`src/rtl/opseq_pkg.sv`:
```
package opseq_pkg;
  typedef enum logic [2:0] {
    STP_N   = 3'd0,
    STP_AHI = 3'd1,
    STP_ALO = 3'd2,
    STP_A   = 3'd3,
    STP_B   = 3'd4,
    STP_LEN = 3'd5
  } step_t;

  localparam logic [1:0] KIND_JUMP = 2'b10;
  localparam logic [3:0] N_ABSENT  = 4'hF;
  localparam logic [1:0] LEN_LONG  = 2'd3;
endpackage

```
`src/rtl/opseq_step.sv`:
```
module opseq_step
  import opseq_pkg::*;
(
  input  logic       restart,
  input  logic       is_jump,
  input  logic       packed_a,
  input  logic [1:0] len,
  input  logic [3:0] n,
  input  step_t      cur,
  output step_t      nxt
);
  step_t after_n;
  step_t after_a;

  always_comb begin
    after_a = (len == LEN_LONG) ? STP_B : STP_LEN;
    if (len >= 2'd2) after_n = packed_a ? STP_AHI : STP_A;
    else             after_n = STP_LEN;

    if (restart) begin
      if (is_jump)             nxt = STP_LEN;
      else if (n != N_ABSENT)  nxt = STP_N;
      else                     nxt = after_n;
    end else begin
      case (cur)
        STP_N:          nxt = after_n;
        STP_AHI:        nxt = STP_ALO;
        STP_ALO, STP_A: nxt = after_a;
        default:        nxt = STP_LEN;
      endcase
    end
  end
endmodule

```
`src/rtl/opseq_item_mux.sv`:
```
module opseq_item_mux
  import opseq_pkg::*;
#(
  parameter int OUT_W = 16
) (
  input  step_t             step,
  input  logic              sign_a,
  input  logic [1:0]        len,
  input  logic [3:0]        n,
  input  logic [7:0]        a,
  input  logic [7:0]        b,
  output logic [OUT_W-1:0]  item
);
  localparam int EXT_W = OUT_W - 8;
  localparam int NIB_W = OUT_W - 4;
  localparam int LEN_W = OUT_W - 2;

  logic [OUT_W-1:0] a_ext;

  always_comb begin
    a_ext = sign_a ? {{EXT_W{a[7]}}, a} : {{EXT_W{1'b0}}, a};
    case (step)
      STP_N:   item = {{NIB_W{1'b0}}, n};
      STP_AHI: item = {{NIB_W{1'b0}}, a[7:4]};
      STP_ALO: item = {{NIB_W{1'b0}}, a[3:0]};
      STP_A:   item = a_ext;
      STP_B:   item = {{EXT_W{1'b0}}, b};
      default: item = {{LEN_W{1'b0}}, len};
    endcase
  end
endmodule

```
`src/rtl/opseq_rdcnt.sv`:
```
module opseq_rdcnt #(
  parameter int CNT_W = 3
) (
  input  logic             clk,
  input  logic             rst,
  input  logic             clr,
  input  logic             inc,
  output logic [CNT_W-1:0] cnt
);
  localparam logic [CNT_W-1:0] CNT_MAX = {CNT_W{1'b1}};

  always_ff @(posedge clk) begin
    if (rst || clr)                  cnt <= '0;
    else if (inc && cnt != CNT_MAX)  cnt <= cnt + 1'b1;
  end


  cnt_sat_chk: assert property (@(posedge clk) disable iff (rst)
    (cnt == CNT_MAX && !clr) |=> cnt == CNT_MAX);


  cnt_clear_chk: assert property (@(posedge clk) disable iff (rst)
    clr |=> cnt == '0);


  cnt_step_chk: assert property (@(posedge clk) disable iff (rst)
    (!clr && inc && cnt != CNT_MAX) |=> cnt == $past(cnt) + 1'b1);
endmodule

```
`src/rtl/opseq_top.sv`:
```
module opseq_top
  import opseq_pkg::*;
#(
  parameter int OUT_W = 16,
  parameter int CNT_W = 3
) (
  input  logic             clk,
  input  logic             rst,
  input  logic             dispatch,
  input  logic [1:0]       op_kind,
  input  logic [1:0]       op_len,
  input  logic             op_sign,
  input  logic             op_packed,
  input  logic [3:0]       op_n,
  input  logic [7:0]       op_a,
  input  logic [7:0]       op_b,
  input  logic             rd,
  output logic [OUT_W-1:0] rd_data,
  output logic             rd_valid,
  output logic [CNT_W-1:0] rd_count,
  output logic             dsp_err
);
  localparam int LEN_W = OUT_W - 2;

  logic       jump_q, sign_q, packed_q, loaded_q, a_done_q;
  logic [1:0] len_q;
  logic [3:0] n_q;
  logic [7:0] a_q, b_q;
  step_t      step_q, step_nx;
  logic [OUT_W-1:0] item;
  logic       take;
  logic       in_jump;

  assign take    = rd && !dispatch;
  assign in_jump = (op_kind == KIND_JUMP);

  opseq_step u_step (
    .restart  (dispatch),
    .is_jump  (dispatch ? in_jump   : jump_q),
    .packed_a (dispatch ? op_packed : packed_q),
    .len      (dispatch ? op_len    : len_q),
    .n        (dispatch ? op_n      : n_q),
    .cur      (step_q),
    .nxt      (step_nx)
  );

  opseq_item_mux #(.OUT_W(OUT_W)) u_mux (
    .step   (step_q),
    .sign_a (sign_q),
    .len    (len_q),
    .n      (n_q),
    .a      (a_q),
    .b      (b_q),
    .item   (item)
  );

  opseq_rdcnt #(.CNT_W(CNT_W)) u_cnt (
    .clk (clk),
    .rst (rst),
    .clr (dispatch),
    .inc (take),
    .cnt (rd_count)
  );

  always_ff @(posedge clk) begin
    if (rst) begin
      jump_q   <= 1'b0;
      sign_q   <= 1'b0;
      packed_q <= 1'b0;
      loaded_q <= 1'b0;
      a_done_q <= 1'b0;
      len_q    <= '0;
      n_q      <= '0;
      a_q      <= '0;
      b_q      <= '0;
      step_q   <= STP_LEN;
      rd_data  <= '0;
      rd_valid <= 1'b0;
      dsp_err  <= 1'b0;
    end else begin
      rd_valid <= 1'b0;
      dsp_err  <= 1'b0;
      if (dispatch) begin
        dsp_err  <= loaded_q && !jump_q && (len_q == LEN_LONG) && !a_done_q;
        jump_q   <= in_jump;
        sign_q   <= op_sign;
        packed_q <= op_packed;
        len_q    <= op_len;
        n_q      <= op_n;
        a_q      <= op_a;
        b_q      <= op_b;
        loaded_q <= 1'b1;
        a_done_q <= 1'b0;
        step_q   <= step_nx;
      end else if (rd) begin
        rd_data  <= item;
        rd_valid <= 1'b1;
        step_q   <= step_nx;
        if (step_q == STP_A || step_q == STP_ALO) a_done_q <= 1'b1;
      end
    end
  end


  rd_valid_chk: assert property (@(posedge clk) disable iff (rst)
    take |=> rd_valid);


  no_spurious_chk: assert property (@(posedge clk) disable iff (rst)
    !take |=> !rd_valid);


  jump_len_chk: assert property (@(posedge clk) disable iff (rst)
    (loaded_q && jump_q && take) |=> rd_data == {{LEN_W{1'b0}}, len_q});


  err_src_chk: assert property (@(posedge clk) disable iff (rst)
    !dispatch |=> !dsp_err);


  nibble_order_chk: assert property (@(posedge clk) disable iff (rst)
    (take && step_q == STP_AHI) |=> step_q == STP_ALO);
endmodule

```
`config.mk`:
```
export PLATFORM = sky130hd
export DESIGN_NAME = opseq_top
export DESIGN_NICKNAME = d
export VERILOG_FILES = /design/src/rtl/opseq_pkg.sv /design/src/rtl/opseq_step.sv /design/src/rtl/opseq_item_mux.sv /design/src/rtl/opseq_rdcnt.sv /design/src/rtl/opseq_top.sv
export SDC_FILE = /design/constraint.sdc
export NUM_CORES = 1
export LEC_CHECK = 0
export ABC_AREA = 0
export BUFFER_PORTS_ARGS = -buffer_cell sky130_fd_sc_hd__buf_2
export CORE_MARGIN = 2
export CORE_UTILIZATION = 54
export CTS_CLUSTER_SIZE = 24
export DETAILED_ROUTE_END_ITERATION = 7
export PLACE_DENSITY = 0.88
export SLEW_MARGIN = 15
export SYNTH_ARGS = -nofsm -noshare
export SYNTH_HDL_FRONTEND = slang
export SYNTH_HIERARCHICAL = 1
export SYNTH_SLANG_ARGS = --single-unit
export TNS_END_PERCENT = 20
```
`constraint.sdc`:
```
create_clock -name clk -period 2.26 [get_ports clk]
set_clock_uncertainty 0.05 [all_clocks]
set_input_delay 0.339 -clock clk [delete_from_list [all_inputs] [get_ports clk]]
set_output_delay 0.339 -clock clk [all_outputs]
set_load 0.02 [all_outputs]
```
* Yosys cells after proc, flatten, opt, wreduce, memory -nomap -nowiden
Cells that the tools add are included.
** Word-level totals
- Input bits :: 30
- Word-level logic and storage cells :: 59
- Output and inout port bits :: 21
- Flip-flop bits (word level) :: 51
** Operators by class
- Add/subtract/negate cells :: 1
- Reductions and logical operators :: 17
- Multiplexer cells :: 16
- Equality and inequality tests :: 9
- Bitwise gates (word level) :: 1
- $lt $le $gt $ge :: 1
** Operators with widths (count)
- $pmux 16 s5 :: 1
- $mux 3 :: 6
- $mux 16 :: 1
- $pmux 3 s3 :: 1
- $eq 2x2->1 const B :: 3
- $eq 3x2->1 const B :: 2
- $reduce_or 2->1 :: 3
- $logic_and 1x1->1 :: 5
- $mux 1 :: 4
- $mux 2 :: 2
- $mux 4 :: 1
- $ne 4x4->1 const B :: 1
- $reduce_and 2->1 :: 2
- $add 3x1->3 const B :: 1
- $eq 3x1->1 const B :: 1
- $eq 3x3->1 const B :: 1
- $logic_not 1->1 :: 3
- $logic_not 3->1 :: 1
- $ne 3x3->1 const B :: 1
- $ge 2x2->1 const B :: 1
- $logic_or 1x1->1 :: 2
- $reduce_bool 2->1 :: 1
- $not 1->1 :: 1

* Logic depth before layout (Yosys ltp)
- Word-level depth :: 8
- Depth in mapped cells :: 8
- Depth with buffers taken out :: 7

* Hierarchy
Netlist, hierarchy kept.
** Modules (own cells, without submodules)
- opseq_top :: seq. area each 960.9 sq um, cells an instance 177, instances 1, area an instance 1784.2 sq um
- opseq_item_mux :: seq. area each 0.0 sq um, cells an instance 45, instances 1, area an instance 337.8 sq um
- opseq_rdcnt :: seq. area each 60.1 sq um, cells an instance 12, instances 1, area an instance 142.6 sq um
- opseq_step :: seq. area each 0.0 sq um, cells an instance 16, instances 1, area an instance 91.3 sq um

* Worst setup path after synthesis
Ideal clock, no wire load.
- Path type :: input -> register
- From :: in dispatch
- To :: reg step_q[2]
- Required time :: 2090 ps
- Library setup time :: 120 ps
- Arrival time :: 1541 ps
- Stages :: 7
- Setup slack :: 549 ps
- Buffers on the path :: 1
- Cells stage by stage :: buf_6 mux2_2 and4_4 a21oi_2 o22ai_1 nor2b_1 a211o_1
** Between the ends
- Cells in the longest elaborated chain, start to end :: 8
- Elaborated cells between the ends (all ways) :: 13
- Classes of those cells :: 1 x order compare; 1 x eq/ne; 10 x mux; 1 x reduce/logical
** RTL lines
- start, declared :: RTL line opseq_top.sv:9 : input logic dispatch,
- $mux 2
- $ge 2x2->1 :: RTL line opseq_step.sv:17 : if (len >= 2'd2) after_n = packed_a ? STP_AHI : STP_A;
- $mux 3 :: RTL line opseq_step.sv:17
- $mux 3 :: RTL line opseq_step.sv:22 : else if (n != N_ABSENT) nxt = STP_N;
- $mux 3 :: RTL line opseq_step.sv:21 : if (is_jump) nxt = STP_LEN;
- $mux 3 * :: RTL line opseq_step.sv:20 : if (restart) begin
- named net step_nx[2] :: RTL line opseq_top.sv:29 : step_t step_q, step_nx;
- $mux 3 :: RTL line opseq_top.sv:95 : end else if (rd) begin
- $mux 3 * :: RTL line opseq_top.sv:83 : if (dispatch) begin
- end signal, assigned :: RTL line opseq_top.sv:94 : step_q <= step_nx;
- end signal, assigned :: RTL line opseq_top.sv:98 : step_q <= step_nx;
- end, declared :: RTL line opseq_top.sv:29
Mark *: on every way through the listed nets, which the timed path passes. The rest lies on a longest branch. The select of a mux whose other input is x is not followed.
A chain may end at the register's enable or synchronous reset.

* Final worst setup path
- From :: reg step_q[2]
- To :: reg rd_data[3]
** Between the ends
- Cells in the longest elaborated chain, start to end :: 2
- Elaborated cells between the ends (all ways) :: 6
- Classes of those cells :: 4 x eq/ne; 1 x mux; 1 x reduce/logical
** RTL lines
- $eq 3x3->1 (tied with other cells) :: RTL line opseq_item_mux.sv:22 : case (step)
- $pmux 16 s5 * :: RTL line opseq_item_mux.sv:22
- named net item[3] :: RTL line opseq_top.sv:30 : logic [OUT_W-1:0] item;
- end signal, assigned :: RTL line opseq_top.sv:96 : rd_data <= item;
- end, declared :: RTL line opseq_top.sv:18 : output logic [OUT_W-1:0] rd_data,
Mark *: on every way through the listed nets, which the timed path passes. The rest lies on a longest branch.

==> impl.org <==
** CTS
- Counting along the longest clock path gives a buffer depth of 2.
- Post-CTS setup buffers :: 0
- Buffers inserted during clock tree synthesis total 5.
- Post-CTS clock slew at the launch and capture registers of the worst setup and hold paths :: 0.09 ns
- Clock tree from TritonCTS :: yes
- The number of hold buffers added after CTS was 0.
- CTS placed an instance of sky130_fd_sc_hd__clkbuf_8 at the clock tree root.
- PostCTS Resize Cnt :: 0
- The H-tree was split into 2 levels.
- Skew-Pair Late Insertion Delay :: 0.31 ns
- Num Clock Sinks :: 51

** Worst setup path
- For the worst flop-to-flop path, the logic depth is 5.
- The critical path starts at step_q[2].
- The worst setup path is launched from a flop.
- By startpoint and endpoint, the worst setup path is classified as flop to flop.
- For this design, the slowest cell found on the critical path is sky130_fd_sc_hd__dfxtp_1.
- In this run the critical register-to-register path is launched from step_q[2].
- Data on the critical path is required at its endpoint by 2.40 ns.
- The signal on the critical path passes through mux2_2, mux2i_1, o21ai_0, nand2_1, a21oi_1.
- STA classifies the critical path endpoint as a flop.
- In this design, the stage delay of the slowest critical-path cell is 0.75 ns.
- Along the worst path, the maximum fanout reaches 19.
- Data on the critical path arrives at its endpoint at 1.85 ns.

** Routing
- Detailed-routing iteration count for the pre-antenna-repair pass :: 4
- The highest layer touched by signal routing is met4.
- Detailed-route vias per instance :: 5.38
- Vias :: 1844
- DR iter-0 viols :: 86
- In the final routed layout, each cell accounts on average for 13.7 um.
- Total length of routed wires :: 4710 um
- WL met1 :: 2100 um
- DRC violation count after routing :: 0
- Antenna-violating nets left :: 0
- WL met3 :: 318 um
- DR WL met2 :: 2190 um

** Pwr
- Cell area power density :: 661 mW/mm2
- Leakage power :: 1.16 nW
- Total Power :: 1.74 mW
- IR analysis of the VDD net gives a maximum drop of 0.000493 V.

** Timing
- Total count of max-transition violations in the final report :: 0
- Portion of the clock cycle consumed by the worst path in the final layout :: 75.6%
- Final number of setup-violating endpoints :: 0
- At the pin with the least slew margin, the transition time is 0.657 ns.
- The routed design could run at a clock period as short as 1.71 ns.
- Maximum frequency from static timing analysis :: 586 MHz
- Hold timing on the final database bottoms out at a slack of 0.210 ns.
- In the post-route analysis, the smallest setup slack over all paths is 0.552 ns.
- Hold violation count in the final report :: 0
- Setup repair after global routing left no endpoint under its margin.
- In this run the tightest slew margin relative to its limit is 56.1%.
- TNS Setup :: 0 ns

** Flow run
- Count of max-cap constraint violations :: 0

** Logic synthesis
- Syn_area_per_cell :: 9.42 um2
- Flops & latches, synth :: 51
- Warnings from Yosys :: 6
- The synthesized netlist occupies a cell area of 0.00236 mm2.
- Synthesis produced a netlist with a net count of 282.
- Sequential cells were found to cover 43.3% of the synthesized design area.
- Library cells used by synthesis :: 38
- Instance count of the mapped netlist :: 250

** Place
- Input and output buffers added on the ports amount to 50.
- Final HPWL DP :: 3340 um
- Cells after DPL :: 335
- Last weighted congestion value of the routability-driven placer :: 0.846
- Instance area after placement :: 0.00253 mm2
- Timing analysis after detailed placement gives a worst setup slack of 0.344 ns.

** Die
- IO Count :: 51
- Row Count :: 24
- X dimension of the die :: 70.1 um
- The die covers 0.00491 mm2.
- For this configuration, the core starts out at a cell density of 55.3%.
- In this run the vertical extent of the chip is 70.1 um.
- Total core area :: 0.00426 mm2

** Layout
- After the flow finishes, the layout carries non-filler instances totaling 343.
- After the last flow step, the layout net total stands at 322.
- At the end of the flow the core is filled with cells to 61.6%.
- N_diodes :: 0
- From synthesis to final layout, the design area changed by 11.5%.
- Final standard cell area without fillers :: 0.00263 mm2
- Ratio of cells with drive above 1 in the final layout :: 30.6%

** Global route
- Number of antenna violations at the first check in global routing :: 0
- For this run the aggregate overflow at the end of global routing stands at 0.
- GRT Util Overall :: 19.8%
- Number of global-route vias before repair :: 1678
- Maximum number of pins on one net before global-route repair :: 31
- Global-route wire length before repair :: 7690 um

** Worst hold path
- The startpoint identified for the worst hold timing path is op_a[5].
- The min-delay analysis places its worst path in the category primary input to flop.
- The worst hold path was traced through 3 stages.

** Outcome
- The flow ran to the end, and the final reports show no timing, DRC or antenna violations.
worst max-delay path: cells and delay by family (launching register included):
kind,cells,cell delay (ns)
compound gates,2,0.14
flops,1,0.75
mux,2,0.56
simple gates,1,0.08
sequential cells by signal (all words and copies together), names as in the netlist:
| name | cells |
|---|---|
| a_q | 8 |
| step_q | 3 |
| b_q | 8 |
| a_done_q | 1 |
| sign_q | 1 |
| packed_q | 1 |
| n_q | 4 |
| u_cnt/cnt | 3 |
| rd_valid | 1 |
| jump_q | 1 |
| dsp_err | 1 |
| loaded_q | 1 |
| rd_data | 16 |
| len_q | 2 |
synthesized netlist by cell type:
cell	instances	area, um2
sky130_fd_sc_hd__a211o_1	3	26.3
sky130_fd_sc_hd__a21oi_1	9	45.0
sky130_fd_sc_hd__a21oi_2	10	87.6
sky130_fd_sc_hd__a22o_1	1	8.76
sky130_fd_sc_hd__a22oi_1	1	7.51
sky130_fd_sc_hd__a31oi_1	1	6.26
sky130_fd_sc_hd__a32o_1	1	10.0
sky130_fd_sc_hd__and2b_1	1	7.51
sky130_fd_sc_hd__and4_1	1	8.76
sky130_fd_sc_hd__and4_4	1	11.3
sky130_fd_sc_hd__and4b_1	1	10.0
sky130_fd_sc_hd__buf_1	1	3.75
sky130_fd_sc_hd__buf_12	1	20.0
sky130_fd_sc_hd__buf_2	4	20.0
sky130_fd_sc_hd__buf_4	7	52.6
sky130_fd_sc_hd__buf_6	5	56.3
sky130_fd_sc_hd__buf_8	1	15.0
sky130_fd_sc_hd__clkbuf_1	2	7.51
sky130_fd_sc_hd__dfxtp_1	51	1020
sky130_fd_sc_hd__ha_1	2	25.0
sky130_fd_sc_hd__inv_1	3	11.3
sky130_fd_sc_hd__inv_8	1	11.3
sky130_fd_sc_hd__mux2_2	12	135
sky130_fd_sc_hd__mux2i_1	22	220
sky130_fd_sc_hd__nand2_1	42	158
sky130_fd_sc_hd__nand2b_1	4	25.0
sky130_fd_sc_hd__nand3_1	2	10.0
sky130_fd_sc_hd__nor2_1	24	90.1
sky130_fd_sc_hd__nor2b_1	14	87.6
sky130_fd_sc_hd__nor2b_4	1	13.8
sky130_fd_sc_hd__nor3_1	5	25.0
sky130_fd_sc_hd__nor3b_2	1	12.5
sky130_fd_sc_hd__nor4bb_1	1	10.0
sky130_fd_sc_hd__o211ai_1	2	15.0
sky130_fd_sc_hd__o211ai_2	2	25.0
sky130_fd_sc_hd__o21ai_0	7	35.0
sky130_fd_sc_hd__o22ai_1	2	12.5
sky130_fd_sc_hd__xnor2_1	1	8.76
final cells by class:
type | count | area, um2
fill | 381 | 1640
timing repair buffer | 54 | 280
sequential | 51 | 1020
tap | 52 | 65.1
multi-input combinational | 174 | 1140
inverter | 4 | 22.5
clock buffer | 8 | 100
cell usage in the layout, fill, tap and decap left out, drive strengths merged:
cell type / count
nor3: 5
xnor2: 1
inv: 4
nor4bb: 1
and2b: 1
and4b: 1
mux2i: 22
o211ai: 4
buf: 54
ha: 2
and4: 2
o21ai: 7
nor3b: 1
dfxtp: 51
nor2: 24
nand3: 2
nand2: 42
a22oi: 1
a211o: 3
o22ai: 2
a22o: 1
clkbuf: 8
mux2: 12
nor2b: 15
nand2b: 4
a32o: 1
a21oi: 19
a31oi: 1
final timing paths:
path,to,slack (ns)
hold reg to reg,rd_data[15],0.41
setup / recovery,rd_data[3],0.55
hold / removal,a_q[5],0.21
setup reg to reg,rd_data[3],0.55
power by group:
part | total [mW] | switching (mW) | internal [mW] | leakage [nW]
Sequential | 0.971 | 0.0378 | 0.934 | 0.417
Clock | 0.568 | 0.288 | 0.280 | 0.0515
Combinational | 0.198 | 0.0998 | 0.0979 | 0.690
kinds of logic (layout without fill, tap and decap cells):
logic type	Yosys count	after routing	synth area share, %
AO/OA/AOI/OAI	39	39	11.8
flip-flops	51	51	43.3
multiplexers	34	34	15.1
adder cells (fa/ha/maj)	2	2	1.06
AND/OR/NAND/NOR	98	98	19.9
XOR/XNOR	1	1	0.372
buffers and inverters	25	66	8.39
metal layers:
metal	up-vias	track usage (%)
li1	919	-
met1	851	24.2
met2	62	31.3
met3	12	7.22
met4	0	8.55
met5	-	0
No activity file was read; power rests on OpenSTA's default activity.
